[src/rtl/rxq_pkg.sv]
package rxq_pkg;
    typedef enum logic [1:0] {Q_EMPTY, Q_PART, Q_FULL} occ_e;

    typedef struct packed {
        logic [2:0] tag;   // {break, framing, parity}
        logic [7:0] data;
    } entry_t;

    function automatic int unsigned trig_level(input logic [1:0] sel, input int unsigned depth);
        case (sel)
            2'd0:    return 1;
            2'd1:    return depth / 4;
            2'd2:    return depth / 2;
            default: return depth - 2;
        endcase
    endfunction
endpackage

[src/rtl/rxq_store.sv]
module rxq_store
    import rxq_pkg::*;
#(
    parameter int DEPTH = 16
) (
    input  logic   clk,
    input  logic   rst_n,
    input  logic   push,
    input  logic   pop,
    input  logic   flush,
    input  entry_t wr_entry,
    output entry_t head
);
    localparam int AW = $clog2(DEPTH);

    logic [AW-1:0] wptr, rptr;
    entry_t        mem [DEPTH];

    always_ff @(posedge clk or negedge rst_n) begin
        if (!rst_n) begin
            wptr <= '0;
            rptr <= '0;
        end else if (flush) begin
            wptr <= '0;
            rptr <= '0;
        end else begin
            if (push) wptr <= wptr + 1'b1;
            if (pop)  rptr <= rptr + 1'b1;
        end
    end

    for (genvar i = 0; i < DEPTH; i++) begin : g_slot
        always_ff @(posedge clk) begin
            if (push && wptr == AW'(i)) mem[i] <= wr_entry;
        end
    end

    assign head = mem[rptr];
endmodule

[src/rtl/rxq_ctrl.sv]
module rxq_ctrl
    import rxq_pkg::*;
#(
    parameter int DEPTH = 16
) (
    input  logic                       clk,
    input  logic                       rst_n,
    input  logic                       push_req,
    input  logic                       pop_req,
    input  logic                       flush,
    output logic                       push_ok,
    output logic                       pop_ok,
    output logic [$clog2(DEPTH):0]     count,
    output logic                       full,
    output logic                       empty
);
    localparam int CW = $clog2(DEPTH) + 1;

    occ_e state, state_nx;

    assign push_ok = push_req && (state != Q_FULL) && !flush;
    assign pop_ok  = pop_req && (state != Q_EMPTY) && !flush;

    always_comb begin
        state_nx = state;
        if (flush) begin
            state_nx = Q_EMPTY;                                  // GO_FLUSH
        end else begin
            unique case (state)
                Q_EMPTY: if (push_ok) state_nx = Q_PART;         // GO_FILL
                Q_PART: begin
                    if (push_ok && !pop_ok && count == CW'(DEPTH - 1))
                        state_nx = Q_FULL;                       // GO_FULL
                    else if (pop_ok && !push_ok && count == CW'(1))
                        state_nx = Q_EMPTY;                      // GO_EMPTY
                end
                Q_FULL:  if (pop_ok) state_nx = Q_PART;          // GO_DRAIN
                default: state_nx = Q_EMPTY;
            endcase
        end
    end

    always_ff @(posedge clk or negedge rst_n) begin
        if (!rst_n) state <= Q_EMPTY;
        else        state <= state_nx;
    end

    always_ff @(posedge clk or negedge rst_n) begin
        if (!rst_n)                 count <= '0;
        else if (flush)             count <= '0;
        else if (push_ok && !pop_ok) count <= count + 1'b1;
        else if (pop_ok && !push_ok) count <= count - 1'b1;
    end

    always_comb begin
        full  = (state == Q_FULL);
        empty = (state == Q_EMPTY);
    end

    a_r10_full_count: assert property (@(posedge clk) disable iff (!rst_n)
        full |-> count == CW'(DEPTH));
    a_r10_empty_count: assert property (@(posedge clk) disable iff (!rst_n)
        empty == (count == '0));
    a_r12_both_hold: assert property (@(posedge clk) disable iff (!rst_n)
        (push_ok && pop_ok) |=> $stable(count));
    a_r7_flush_empties: assert property (@(posedge clk) disable iff (!rst_n)
        flush |=> empty);
endmodule

[src/rtl/rxq_status.sv]
module rxq_status
    import rxq_pkg::*;
#(
    parameter int DEPTH = 16
) (
    input  logic       clk,
    input  logic       rst_n,
    input  logic       push_ok,
    input  logic       pop_ok,
    input  logic       overflow,
    input  logic       lsr_rd,
    input  logic       flush,
    input  logic [2:0] wr_tag,
    input  entry_t     head,
    output logic [7:0] rd_data,
    output logic [2:0] last_tag,
    output logic       overrun,
    output logic       err_any
);
    localparam int EW = $clog2(DEPTH) + 1;

    logic [EW-1:0] err_cnt;
    logic          inc, dec;

    assign inc = push_ok && (wr_tag != 3'b000);
    assign dec = pop_ok && (head.tag != 3'b000);

    always_ff @(posedge clk or negedge rst_n) begin
        if (!rst_n)          err_cnt <= '0;
        else if (flush)      err_cnt <= '0;
        else if (inc && !dec) err_cnt <= err_cnt + 1'b1;
        else if (dec && !inc) err_cnt <= err_cnt - 1'b1;
    end

    always_ff @(posedge clk or negedge rst_n) begin
        if (!rst_n) begin
            rd_data  <= '0;
            last_tag <= '0;
        end else if (pop_ok) begin
            rd_data  <= head.data;
            last_tag <= head.tag;
        end
    end

    always_ff @(posedge clk or negedge rst_n) begin
        if (!rst_n)        overrun <= 1'b0;
        else if (overflow) overrun <= 1'b1;
        else if (lsr_rd)   overrun <= 1'b0;
    end

    assign err_any = (err_cnt != '0);

    a_r5_overrun_set: assert property (@(posedge clk) disable iff (!rst_n)
        overflow |=> overrun);
    a_r9_idle_hold: assert property (@(posedge clk) disable iff (!rst_n)
        !pop_ok |=> $stable(rd_data) && $stable(last_tag));
endmodule

[src/rtl/rxq_tagged_fifo.sv]
module rxq_tagged_fifo
    import rxq_pkg::*;
#(
    parameter int DEPTH = 16
) (
    input  logic       clk,
    input  logic       rst_n,
    input  logic       ctl_tag_we,
    input  logic [2:0] ctl_tag_in,
    input  logic       ctl_data_we,
    input  logic [7:0] ctl_data_in,
    input  logic       host_pop,
    input  logic       host_lsr_rd,
    input  logic       cfg_we,
    input  logic [7:0] cfg_in,
    output logic [7:0] rd_data,
    output logic [7:0] lsr,
    output logic       trig_hit,
    output logic       full,
    output logic       empty,
    output logic [4:0] count,
    output logic       flush_seen
);
    localparam int CW = $clog2(DEPTH) + 1;

    logic [2:0]    tag_stage;
    logic          en_q;
    logic [1:0]    trig_sel;
    logic          flush, push_ok, pop_ok, overrun, err_any;
    logic [2:0]    last_tag;
    logic [CW-1:0] cnt;
    logic [CW-1:0] level;
    entry_t        head, wr_entry;

    assign flush = cfg_we && ((cfg_in[0] != en_q) || (cfg_in[0] && cfg_in[1]));

    always_ff @(posedge clk or negedge rst_n) begin
        if (!rst_n)           tag_stage <= '0;
        else if (ctl_tag_we)  tag_stage <= ctl_tag_in;
        else if (ctl_data_we) tag_stage <= '0;
    end

    always_ff @(posedge clk or negedge rst_n) begin
        if (!rst_n) begin
            en_q     <= 1'b0;
            trig_sel <= 2'b00;
        end else if (cfg_we) begin
            en_q <= cfg_in[0];
            if (cfg_in[0]) trig_sel <= cfg_in[7:6];
        end
    end

    always_ff @(posedge clk or negedge rst_n) begin
        if (!rst_n)                          flush_seen <= 1'b0;
        else if (cfg_we && cfg_in[0] && cfg_in[1]) flush_seen <= 1'b1;
        else if (host_lsr_rd)                flush_seen <= 1'b0;
    end

    assign wr_entry = '{tag: tag_stage, data: ctl_data_in};

    rxq_ctrl #(.DEPTH(DEPTH)) u_ctrl (
        .clk(clk), .rst_n(rst_n), .push_req(ctl_data_we), .pop_req(host_pop),
        .flush(flush), .push_ok(push_ok), .pop_ok(pop_ok), .count(cnt),
        .full(full), .empty(empty)
    );

    rxq_store #(.DEPTH(DEPTH)) u_store (
        .clk(clk), .rst_n(rst_n), .push(push_ok), .pop(pop_ok), .flush(flush),
        .wr_entry(wr_entry), .head(head)
    );

    rxq_status #(.DEPTH(DEPTH)) u_status (
        .clk(clk), .rst_n(rst_n), .push_ok(push_ok), .pop_ok(pop_ok),
        .overflow(ctl_data_we && full && !flush), .lsr_rd(host_lsr_rd),
        .flush(flush), .wr_tag(tag_stage), .head(head), .rd_data(rd_data),
        .last_tag(last_tag), .overrun(overrun), .err_any(err_any)
    );

    always_comb begin
        unique case (trig_sel)
            2'd0:    level = CW'(trig_level(2'd0, DEPTH));
            2'd1:    level = CW'(trig_level(2'd1, DEPTH));
            2'd2:    level = CW'(trig_level(2'd2, DEPTH));
            default: level = CW'(trig_level(2'd3, DEPTH));
        endcase
    end

    assign trig_hit = (cnt >= level);
    assign count    = 5'(cnt);
    assign lsr      = {err_any, 2'b00, last_tag, overrun, !empty};

    a_r3_err_needs_data: assert property (@(posedge clk) disable iff (!rst_n)
        lsr[7] |-> !empty);
    a_r1_stage_clears: assert property (@(posedge clk) disable iff (!rst_n)
        (ctl_data_we && !ctl_tag_we) |=> tag_stage == 3'b000);
    a_r8_ignored_cfg: assert property (@(posedge clk) disable iff (!rst_n)
        (cfg_we && !cfg_in[0] && !en_q) |=> $stable(trig_sel) && $stable(cnt));
endmodule

[config.mk]
export PLATFORM = sky130hd
export DESIGN_NAME = rxq_tagged_fifo
export DESIGN_NICKNAME = d
export VERILOG_FILES = /design/src/rtl/rxq_pkg.sv /design/src/rtl/rxq_store.sv /design/src/rtl/rxq_ctrl.sv /design/src/rtl/rxq_status.sv /design/src/rtl/rxq_tagged_fifo.sv
export SDC_FILE = /design/constraint.sdc
export NUM_CORES = 1
export LEC_CHECK = 0
export BUFFER_PORTS_ARGS = -buffer_cell sky130_fd_sc_hd__buf_2
export CAP_MARGIN = 25
export CORE_MARGIN = 2
export CORE_UTILIZATION = 59
export CTS_CLUSTER_DIAMETER = 40
export DETAILED_ROUTE_END_ITERATION = 8
export PLACE_DENSITY = 0.74
export SETUP_SLACK_MARGIN = 0.3
export SYNTH_ARGS = -nofsm -noshare
export SYNTH_HDL_FRONTEND = slang
export SYNTH_HIERARCHICAL = 1
export SYNTH_SLANG_ARGS = --single-unit
[constraint.sdc]
create_clock -name clk -period 6.9 [get_ports clk]
set_input_delay 0.345 -clock clk [delete_from_list [all_inputs] [get_ports clk]]
set_output_delay 0.345 -clock clk [all_outputs]
set_load 0.005 [all_outputs]
=== Word-level counts from Yosys, hierarchy flattened ===
Memory sizes are Yosys's and may differ from the RTL's.
Index checks and enable logic that the tools add are counted.

* Memories: 1
* Word-level logic and storage cells: 217
* Register bits: 39
* Output and inout port bits: 25
* Bits of input ports: 26
* RAM bits: 176

{| class="wikitable"
|+ Memories
! memory !! depth !! bits a word !! rd ports !! clocked after Yosys merged registers in !! wr ports !! RTL line !! RTL
|-
| u_store.mem || 16 || 11 || 1 || 0 || 1 || rxq_store.sv:17 || <nowiki>entry_t mem [DEPTH];</nowiki>
|}

* Order comparisons: 1
* Equal/unequal tests: 26
* Add/sub/neg operators: 6
* Reduce and logical (&&, ||, !) cells: 72
* Mux-type cells: 99

{| class="wikitable"
|+ Operators with widths
! cell !! number
|-
| 11-bit 2-to-1 mux || 15
|-
| 11-bit OR reduction || 15
|-
| 4-bit 2-to-1 mux || 19
|-
| 1-bit 2-to-1 mux || 50
|-
| 1-bit logical AND || 34
|-
| 4-bit equality test (second input constant) || 8
|-
| 5-bit 2-to-1 mux || 6
|-
| 4-bit by 3-bit equality test with 1-bit output (second input constant) || 4
|-
| 4-bit case mux with 3 select lines || 1
|-
| 2-bit nonzero test || 6
|-
| 3-bit nonzero test || 4
|-
| 5-bit by 1-bit adder with 5-bit output (second input constant) || 2
|-
| 2-bit 2-to-1 mux || 5
|-
| 5-bit by 1-bit subtractor with 5-bit output (second input constant) || 2
|-
| 4-bit by 1-bit adder with 4-bit output (second input constant) || 2
|-
| 4-bit by 2-bit equality test with 1-bit output (second input constant) || 2
|-
| 1-bit logical NOT || 6
|-
| 3-bit 2-to-1 mux || 2
|-
| 3-bit by 1-bit inequality test with 1-bit output (second input constant) || 2
|-
| 2-bit case mux with 3 select lines || 1
|-
| 5-bit by 1-bit equality test with 1-bit output (second input constant) || 1
|-
| 5-bit by 4-bit equality test with 1-bit output (second input constant) || 1
|-
| 5-bit greater-or-equal comparator || 1
|-
| 5-bit nonzero test || 1
|-
| other kinds (11) || 14
|}

=== Depth between registers and ports, before layout ===
* Depth in word-level cells: 24
* Mapped depth: 13
* Mapped depth without buffers: 12

=== By module ===
Netlist, hierarchy kept.

{| class="wikitable"
|+ By module, submodules not included
! module !! area each (µm²) !! cells an instance !! instances !! sequential area each (µm²)
|-
| rxq_store || 7235.7 || 332 || 1 || 5485.3
|-
| rxq_status || 858.3 || 68 || 1 || 425.4
|-
| rxq_ctrl || 520.5 || 57 || 1 || 175.2
|-
| rxq_tagged_fifo || 425.4 || 44 || 1 || 175.2
|}

=== Worst setup path before layout ===
No wires, ideal clock.

* Path type: reg-to-reg
* Start: register u_store.rptr[0]
* End: register u_status.err_cnt[4]
* Clock period less this slack: 3212 ps
* Setup time: 104 ps
* Required time: 6796 ps
* Cell stages (with the launch flop): 14
* Data arrival time: 3109 ps
* Buffers on the path: 2
* Setup slack: 3688 ps
* Cells stage by stage: dfrtp_1 -> buf_6 -> buf_8 -> mux4_2 -> a22oi_1 -> nand2_1 -> o31a_1 -> nor2_2 -> inv_2 -> fa_1 -> a21o_2 -> a2111oi_0 -> mux2i_1 -> o311ai_1

{| class="wikitable"
|+ RTL lines
! what !! RTL line !! RTL
|-
| from (decl) || rxq_store.sv:16 || <nowiki>logic [AW-1:0] wptr, rptr;</nowiki>
|-
| from (signal assigned) || rxq_store.sv:28 || <nowiki>if (pop) rptr <= rptr + 1'b1;</nowiki>
|-
| to (signal assigned) || rxq_status.sv:31 || <nowiki>else if (inc && !dec) err_cnt <= err_cnt + 1'b1;</nowiki>
|-
| to (signal assigned) || rxq_status.sv:32 || <nowiki>else if (dec && !inc) err_cnt <= err_cnt - 1'b1;</nowiki>
|-
| to (decl) || rxq_status.sv:22 || <nowiki>logic [EW-1:0] err_cnt;</nowiki>
|}

==> results.sh <==
export IMPL_final_common_cell="edfxtp_1"
export IMPL_worstPathCellList="buf_4, mux4_2, a22oi_1, nand2_1, o31a_1, nor2_2, inv_2, fa_1, a21o_2, a2111oi_0, mux2i_1, o311ai_1"
export IMPL_fin_crit_ns=4.35
export IMPL_regArea_um2=6260
export IMPL_final_cell_mix="176 x edfxtp_1, 44 x buf_2, 38 x dfrtp_1"
export IMPL_vdd_drop_max_mv=0.327
export IMPL_critPathSlowestCell="dfrtp_2"
export IMPL_syn_inst=501
export IMPL_io_pins=51
export IMPL_tightest_slew_ns=1.02
export IMPL_setup_tns_ns=0
export IMPL_p_total_w=0.00368
export IMPL_cts_clk_slew_worst_paths_ns=0.06
export IMPL_firstDrtPassIters=5
export IMPL_nets=609
export IMPL_area_growth_pct=14.6
export IMPL_diodes=0
export IMPL_finalMaxSlewViolations=0
export IMPL_num_vias=4786
export IMPL_rows=45
export IMPL_ys_seq_elements=215
export IMPL_antenna_found_initial=0
export IMPL_finalHoldViolCount=0
export IMPL_synth_edff_count=176
export IMPL_grt_max_degree=48
export IMPL_cts_resized=0
export IMPL_gr_total_overflow=0
export IMPL_h_tree_depth=1
export IMPL_die_area_um2=16300
export IMPL_cts_inserted_buffers=27
export IMPL_die_x_um=128
export IMPL_die_h_um=128
export IMPL_finalWirelength_mm=17.5
export IMPL_cts_sinks=215
export IMPL_cpPeakStageDelay_ns=1.00
export IMPL_critPathLaunchType="flip-flop"
export IMPL_critPathMaxFanout=29
export IMPL_grt_usage_pct=22.4
export IMPL_critPathArrivalTime_ns=4.74
export IMPL_gp_congestion=0.818
export IMPL_grt_pass1_vias=4899
export IMPL_period_share_pct=63.0
export IMPL_drtAntennaViolNets=0
export IMPL_core_um2=15100
export IMPL_path_class="reg2reg"
export IMPL_slew_headroom_pct=31.8
export IMPL_wire_per_inst_um=22.6
export IMPL_netlist_area_um2=9040
export IMPL_drive_gt1_share_pct=26.2
export IMPL_required_ns=7.30
export IMPL_cts_tree="yes"
export IMPL_hpwl_mm=10.4
export IMPL_grt_pass1_wl_mm=27.4
export IMPL_synth_async_reset_ratio_pct=18.1
export IMPL_viasPerCell=6.20
export IMPL_yosysSeqAreaShare_pct=69.3
export IMPL_finalSetupViolations=0
export IMPL_synthFlopType="edfxtp_1"
export IMPL_multi_input_area_um2=2560
export IMPL_rsz0062_at_grt="no"
export IMPL_hold_class="in2reg"
export IMPL_cts_buffer_depth=3
export IMPL_p_leak_nw=3.76
export IMPL_syn_avg_cell_area_um2=18.0
export IMPL_cap_viol_max_count=0
export IMPL_io_buffers=44
export IMPL_skew_ns=0.00814
export IMPL_post_cts_setup_buffer_count=0
export IMPL_synth_distinct_cells=64
export IMPL_p_per_area_nw_per_um2=355
export IMPL_initial_core_util_pct=59.9
export IMPL_drt_initial_drc_count=371
export IMPL_clock_latency_ns=0.51
export IMPL_ctsHoldBuffers=0
export IMPL_max_freq_mhz=230
export IMPL_num_fill_cells=956
export IMPL_worst_setup_path_end_kind="flip-flop"
export IMPL_drc=0
export IMPL_status="finished, final reports clean"
export IMPL_root_buffer="clkbuf_16"
export IMPL_ys_warn_count=6
[cells in the mapped netlist (2+ instances only)]
cell type | n | area [um2]
dfrtp_1 | 39 | 976
xnor2_1 | 5 | 43.8
a21oi_1 | 5 | 25.0
nor2_1 | 22 | 82.6
or3_1 | 2 | 12.5
xor2_1 | 3 | 26.3
mux4_2 | 22 | 495
nor3_1 | 11 | 55.1
nor2_2 | 2 | 12.5
and3_1 | 7 | 43.8
nand2_1 | 24 | 90.1
o21ai_0 | 2 | 10.0
buf_12 | 2 | 40.0
nand4_1 | 2 | 12.5
o22ai_1 | 2 | 12.5
mux2_2 | 13 | 146
inv_1 | 16 | 60.1
buf_4 | 4 | 30.0
nor4_1 | 2 | 12.5
ha_1 | 17 | 213
buf_2 | 3 | 15.0
buf_8 | 2 | 30.0
and2_1 | 11 | 68.8
nand3_1 | 4 | 20.0
a22oi_1 | 23 | 173
a31oi_1 | 2 | 12.5
a22o_1 | 3 | 26.3
a211oi_1 | 2 | 15.0
buf_1 | 3 | 11.3
mux2i_1 | 8 | 80.1
nor2b_1 | 3 | 18.8
clkbuf_1 | 7 | 26.3
edfxtp_1 | 176 | 5290
mux4_1 | 22 | 578
[power by group]
part           total [W]  internal [W]  switching, W
Clock            0.00138      0.000841      0.000535
Combinational   0.000674      0.000356      0.000317
Sequential       0.00163       0.00151      0.000123
Total            0.00368       0.00270      0.000976
[worst max-delay path, delay by kind of cell (launching register included)]
| family | cells | cell delay, ns |
|---|---|---|
| compound gates | 5 | 1.29 |
| flops | 1 | 1.00 |
| mux | 2 | 0.69 |
| buf+inv | 2 | 0.58 |
| fa+ha+maj | 1 | 0.41 |
| simple gates | 2 | 0.24 |
[logic make-up after synthesis]
group | count (synthesis) | synth area share, %
compound gates | 53 | 4.64
xor+xnor | 8 | 0.775
fa+ha+maj | 18 | 2.57
buf+inv | 39 | 2.52
flops | 215 | 69.3
mux | 65 | 14.4
other cells | 1 | 0.0415
simple gates | 102 | 5.81
[stage by stage]
stage	setup slack [ns]	hold WS, ns	util, %	cell area, um2	instances
after global routing	2.31	0.0504	68.6	10400	772
after detailed placement	2.56	0.484	62.3	9410	720
after global placement	2.66	0.459	62.3	9400	719
after floorplan	3.69	0.0494	-	9040	502
final	2.55	0.0525	68.6	10400	772
after CTS	2.51	0.0172	68.3	10300	768
[final timing paths]
check | cells past startpoint | startpoint | end | slack [ns]
setup / recovery | 12 | u_store/rptr[0]$_DFFE_PN0P_ | u_status/err_cnt[4]$_DFFE_PN0P_ | 2.55
max in group asynchronous | 3 | rst_n | u_store/wptr[2]$_DFFE_PN0P_ | 6.12
setup reg to reg | 12 | u_store/rptr[0]$_DFFE_PN0P_ | u_status/err_cnt[4]$_DFFE_PN0P_ | 2.55
min in group asynchronous | 2 | rst_n | u_status/rd_data[2]$_DFFE_PN0P_ | 0.30
hold / removal | 2 | host_lsr_rd | flush_seen$_DFFE_PN0P_ | 0.05
hold reg to reg | 1 | u_status/overrun$_DFFE_PN0P_ | u_status/overrun$_DFFE_PN0P_ | 0.49
[state kept, by name, indices dropped and copies added (netlist names)]
register           cells
u_store/mem          176
u_status/rd_data       8
u_store/rptr           4
u_status/err_cnt       5
en_q                   1
u_store/wptr           4
flush_seen             1
tag_stage              3
trig_sel               2
u_status/overrun       1
u_status/last_tag      3
u_ctrl/state           2
u_ctrl/count           5
[layout make-up]
type                    count  share of cell area (%)
repair buffers             56                    3.18
flip-flops and latches    215                    60.5
inverters                  17                   0.616
multi-input cells         248                    24.7
clock inverters            20                    2.19
clock buffers              28                    6.56
well taps                 188                    2.27
[metal layers]
metal / part of all wire, % / GRT usage (%) / vias to the layer above
met5: 0 / 0 / -
li1: - / - / 2127
met4: 1.8 / 6.21 / 0
met1: 43 / 32.9 / 2488
met2: 50 / 36.1 / 143
met3: 5.3 / 3.30 / 28
No activity file was read; power rests on OpenSTA's default activity.
